`config.mk`:
```
export PLATFORM = sky130hd
export DESIGN_NAME = uart_rx_autorts
export DESIGN_NICKNAME = d
export VERILOG_FILES = /design/src/rtl/uart_rx_autorts.sv
export SDC_FILE = /design/constraint.sdc
export NUM_CORES = 1
export LEC_CHECK = 0
export BUFFER_PORTS_ARGS = -buffer_cell sky130_fd_sc_hd__buf_2
export CAP_MARGIN = 25
export CORE_MARGIN = 5
export CORE_UTILIZATION = 55
export CTS_CLUSTER_SIZE = 40
export DETAILED_ROUTE_END_ITERATION = 8
export PLACE_DENSITY = 0.8
export SLEW_MARGIN = 20
export SYNTH_ARGS = -nofsm -noshare
export SYNTH_HDL_FRONTEND = slang
export SYNTH_SLANG_ARGS = --single-unit
```
`constraint.sdc`:
```
create_clock -name clk -period 9.6 [get_ports clk]
set_clock_uncertainty 0.2 [all_clocks]
set_input_delay 1.92 -clock clk [delete_from_list [all_inputs] [get_ports clk]]
set_output_delay 1.92 -clock clk [all_outputs]
set_load 0.1 [all_outputs]
```
`src/rtl/uart_rx_autorts.sv`:
```
module uart_rx_autorts #(
  parameter int DEPTH = 16,
  parameter int OSR   = 16,
  localparam int AW   = $clog2(DEPTH),
  localparam int CW   = AW + 1,
  localparam int OW   = $clog2(OSR)
) (
  input  logic          clk,
  input  logic          rst_n,
  input  logic          os_tick,
  input  logic          rxd,
  input  logic          rd_en,
  output logic [7:0]    rd_data,
  output logic          rd_ferr,
  output logic [CW-1:0] fifo_count,
  input  logic [1:0]    trig_sel,
  input  logic          auto_rts_en,
  input  logic          sw_rts_req,
  input  logic          ovr_clr,
  output logic          ovr_flag,
  output logic          rts_n
);
  localparam logic [OW-1:0] MID  = OW'(OSR/2 - 1);
  localparam logic [OW-1:0] LAST = OW'(OSR - 1);

  typedef enum logic [1:0] {S_IDLE, S_START, S_DATA, S_STOP} rx_state_t;

  rx_state_t       st;
  logic [OW-1:0]   os_cnt;
  logic [3:0]      bit_idx;
  logic [7:0]      shreg;
  logic            push_req, fe_bit;
  logic [8:0]      mem [DEPTH];
  logic [AW-1:0]   wp, rp;
  logic [CW-1:0]   cnt;
  logic [CW-1:0]   lvl;
  logic            lo_hold, lo_stop, hi_stop, past_bit0;

  wire full  = (cnt == CW'(DEPTH));
  wire empty = (cnt == '0);
  wire push  = push_req && !full;
  wire pop   = rd_en && !empty;

  always_ff @(posedge clk or negedge rst_n) begin
    if (!rst_n) begin
      st <= S_IDLE; os_cnt <= '0; bit_idx <= '0; shreg <= '0;
      push_req <= 1'b0; fe_bit <= 1'b0;
    end else begin
      push_req <= 1'b0;
      if (os_tick) begin
        case (st)
          S_IDLE: if (!rxd) begin st <= S_START; os_cnt <= '0; end
          S_START:
            if (os_cnt == MID) begin
              os_cnt <= '0; bit_idx <= '0;
              st <= rxd ? S_IDLE : S_DATA;
            end else os_cnt <= os_cnt + 1'b1;
          S_DATA:
            if (os_cnt == LAST) begin
              os_cnt  <= '0;
              shreg   <= {rxd, shreg[7:1]};
              bit_idx <= bit_idx + 1'b1;
              if (bit_idx == 4'd7) st <= S_STOP;
            end else os_cnt <= os_cnt + 1'b1;
          default:
            if (os_cnt == LAST) begin
              os_cnt <= '0; st <= S_IDLE;
              push_req <= 1'b1; fe_bit <= !rxd;
            end else os_cnt <= os_cnt + 1'b1;
        endcase
      end
    end
  end

  always_ff @(posedge clk) if (push) mem[wp] <= {fe_bit, shreg};

  always_ff @(posedge clk or negedge rst_n) begin
    if (!rst_n) begin
      wp <= '0; rp <= '0; cnt <= '0; ovr_flag <= 1'b0; lo_hold <= 1'b0;
    end else begin
      if (push) wp <= wp + 1'b1;
      if (pop)  rp <= rp + 1'b1;
      case ({push, pop})
        2'b10:   cnt <= cnt + 1'b1;
        2'b01:   cnt <= cnt - 1'b1;
        default: cnt <= cnt;
      endcase
      if (push_req && full) ovr_flag <= 1'b1;
      else if (ovr_clr)     ovr_flag <= 1'b0;
      lo_hold <= lo_stop;
    end
  end

  always_comb begin
    case (trig_sel)
      2'd0:    lvl = CW'(1);
      2'd1:    lvl = CW'(4);
      2'd2:    lvl = CW'(8);
      default: lvl = CW'(DEPTH - 2);
    endcase
  end

  assign past_bit0 = (st == S_DATA && bit_idx != '0) || st == S_STOP || push_req;
  assign lo_stop   = (cnt >= lvl) || (lo_hold && !empty);
  assign hi_stop   = full || (cnt == CW'(DEPTH - 1) && past_bit0);
  assign rts_n     = auto_rts_en ? ((trig_sel == 2'd3) ? hi_stop : lo_stop) : !sw_rts_req;

  assign rd_data    = mem[rp][7:0];
  assign rd_ferr    = mem[rp][8];
  assign fifo_count = cnt;
endmodule


```
==> impl_metrics.env <==
export IMPL_end_kind="output pin"
export IMPL_nets=477
export IMPL_via_count=3931
export IMPL_synth_top_area_share_pct=57.2
export IMPL_clk_latency_ns=0.43
export IMPL_post_route_period_util_pct=58.6
export IMPL_fin_crit_ns=5.63
export IMPL_drv_slew=0
export IMPL_outcome="completed"
export IMPL_cts_hold_buf=0
export IMPL_n_fill_cell=914
export IMPL_internal_power_mw=1.49
export IMPL_top_layer_used="met4"
export IMPL_yosysSeqAreaShare_pct=68.7
export IMPL_hold_viol=0
export IMPL_htree_levels=4
export IMPL_leakage_nw=2.91
export IMPL_tritoncts="yes"
export IMPL_crit_arrival_ns=3.51
export IMPL_p_comb_share_pct=27.2
export IMPL_io_buffer_count=25
export IMPL_tightest_slew_ns=1.00
export IMPL_place_congestion=0.791
export IMPL_clock_tree_buffer_depth=2
export IMPL_die_height_um=127
export IMPL_cap_violations=0
export IMPL_m1WireLength_mm=5.82
export IMPL_io_pins=26
export IMPL_swShare_pct=34.1
export IMPL_cp_required_ns=7.48
export IMPL_wl_mm=15.3
export IMPL_grt_max_degree=40
export IMPL_hold_start="bit_idx[3]"
export IMPL_setup_viol=0
export IMPL_root_buffer="clkbuf_16"
export IMPL_synth_most_common_cell="edfxtp_1"
export IMPL_synth_fp_nets=444
export IMPL_die_area_um2=16200
export IMPL_cts_setup_buffers=0
export IMPL_rows=42
export IMPL_finalNonFillerCells=640
export IMPL_initial_utilization_pct=56.7
export IMPL_rsz0062_at_grt="false"
export IMPL_drive_gt1_share_pct=27.2
export IMPL_fin_tns_setup_ns=0
export IMPL_critPathMaxFanout=4
export IMPL_r2r_end="fifo_count[4]"
export IMPL_yosysWarnings=0
export IMPL_hold_path_end="bit_idx[3]"
export IMPL_ys_ff_latch=179
export IMPL_cp_start_kind="primary input"
export IMPL_ys_async_sr_fraction_pct=19.6
export IMPL_p_sw_uw=773
export IMPL_first_iter_violations=346
export IMPL_antenna_found_initial=0
export IMPL_power_density_nw_per_um2=269
export IMPL_yosysTopAreaCell="edfxtp_1"
export IMPL_path_clk_slew_ns=0.06
export IMPL_synth_edff_count=144
export IMPL_met3WireLength_um=916
export IMPL_ant_nets=0
export IMPL_wl_met2_mm=8.17
export IMPL_yosys_most_used_dff="edfxtp_1"
export IMPL_pwr_share_seq_pct=43.6
export IMPL_r2r_start="fifo_count[1]"
export IMPL_wl_per_cell_um=23.9
export IMPL_synth_cells=418
export IMPL_drtPass1Iterations=5
export IMPL_post_synth_num_cell_types=55
export IMPL_synthTopCellsByArea="edfxtp_1, mux4_2, dfrtp_1"
export IMPL_grt_pass1_vias=4084
export IMPL_fp_dieW_um=127
export IMPL_path_class="in -> out"
export IMPL_cts_sinks=179
export IMPL_remaining_drc_errors=0
export IMPL_reg2reg_depth=9
export IMPL_hp_class="reg -> reg"
export IMPL_syn2layout_area_growth_pct=11.4
export IMPL_maxClockFrequency_ghz=0.178
export IMPL_grt_pass1_wl_mm=24.0
export IMPL_synthTopCellsByCount="edfxtp_1, mux4_2, dfrtp_1"
export IMPL_dp_cells=604
export IMPL_overflow=0
export IMPL_ir_drop_mv=0.312
export IMPL_syn_area_per_cell_um2=18.1
export IMPL_avgViaCountPerCell=6.14
export IMPL_fin_area_um2=8430
export IMPL_core_area_um2=13300
export IMPL_ctsResizeCount=0
export IMPL_whs_path_depth=1
export IMPL_slew_headroom_pct=32.9
export IMPL_post_dp_hpwl_mm=8.95
export IMPL_numCtsBuffers=17
export IMPL_syn_area_um2=7570
export IMPL_grt_util_all_layers_pct=20.4
export IMPL_placed_area_um2=7830
export IMPL_power_frac_clock_pct=29.2
export IMPL_antenna_cells=0
export IMPL_r2r_setup_slack_ns=6.10
==> kinds of logic (layout without fill, tap and decap cells) <==
group,count (synthesis),in the layout,synth area share [%]
flip-flops,179,179,68.7
AND/OR/NAND/NOR,77,77,5.39
multiplexers,58,58,15.8
AO/OA/AOI/OAI,40,40,3.59
buffers and inverters,37,83,2.61
adder cells (fa/ha/maj),16,16,2.65
XOR/XNOR,11,11,1.27
==> flip-flops by register name, indices dropped and copies added, names as in the netlist <==
register and cells:
bit_idx 4, fe_bit 1, fifo_count 5, lo_hold 1
mem 144, os_cnt 4, ovr_flag 1, push_req 1
rp 4, shreg 8, st 2, wp 4
==> cells in the final DEF (no fill, tap or decap), drive strengths merged, types with 4 or more instances in the layout <==
master and count:
edfxtp 144, mux4 45, dfrtp 35, buf 35
nand2 20, clkbuf 19, inv 18, nor2 17
ha 16, o21ai 14, mux2 12, clkinv 9
xnor2 7, a21oi 6, nand3 6, nand2b 5
nor3 5, xor2 4, or2 4
==> through the flow <==
stage	hold WS (ns)	utilization [%]	total power, mW	setup slack, ns
final	0.302	63.1	2.27	3.97
after detailed placement	0.300	58.7	1.62	3.96
after global routing	0.346	63.1	2.37	3.83
after CTS	0.309	62.9	2.28	3.96
after floorplan	0.256	-	1.52	2.63
after global placement	0.293	58.6	1.60	4.12
==> layout make-up <==
class	count	area [µm²]	share of cell area, %
flip-flops and latches	179	5200	61.7
multi-input cells	202	2180	25.8
clock buffers	19	433	5.14
well taps	176	220	2.61
repair buffers	35	200	2.38
clock inverters	13	135	1.60
inverters	16	60.1	0.713
==> power groups by stage <==
| stage | Clock [mW] | Combinational, mW | Sequential (mW) |
|---|---|---|---|
| floorplan | 0 | 0.506 | 1.02 |
| global placement | 0 | 0.609 | 0.995 |
| detailed placement | 0 | 0.622 | 1.00 |
| CTS | 0.671 | 0.626 | 0.986 |
| global route | 0.711 | 0.663 | 0.998 |
| finish | 0.662 | 0.617 | 0.987 |
==> metal layers <==
metal / track usage (%) / vias to the layer above
li1: - / 1713
met1: 25.7 / 2032
met2: 34.7 / 152
met3: 5.18 / 34
met4: 7.13 / 0
met5: 0 / -
==> worst max-delay path, cell delays in order <==
cell	delay, ns
buf_2	0.11
nand2_1	0.09
ha_1	0.28
nand2_1	0.05
o21ai_0	0.17
a21boi_1	0.12
a311oi_1	0.29
buf_2	0.48
==> worst max-delay path by stage <==
stage | depth (start not counted) | start | end
2_1_floorplan | 6 | trig_sel[1] | rts_n
3_3_place_gp | 8 | trig_sel[1] | rts_n
3_5_place_dp | 8 | trig_sel[1] | rts_n
4_1_cts | 8 | trig_sel[1] | rts_n
5_1_grt | 8 | trig_sel[1] | rts_n
6_report | 8 | trig_sel[1] | rts_n
(Power assumes the default switching activity.)
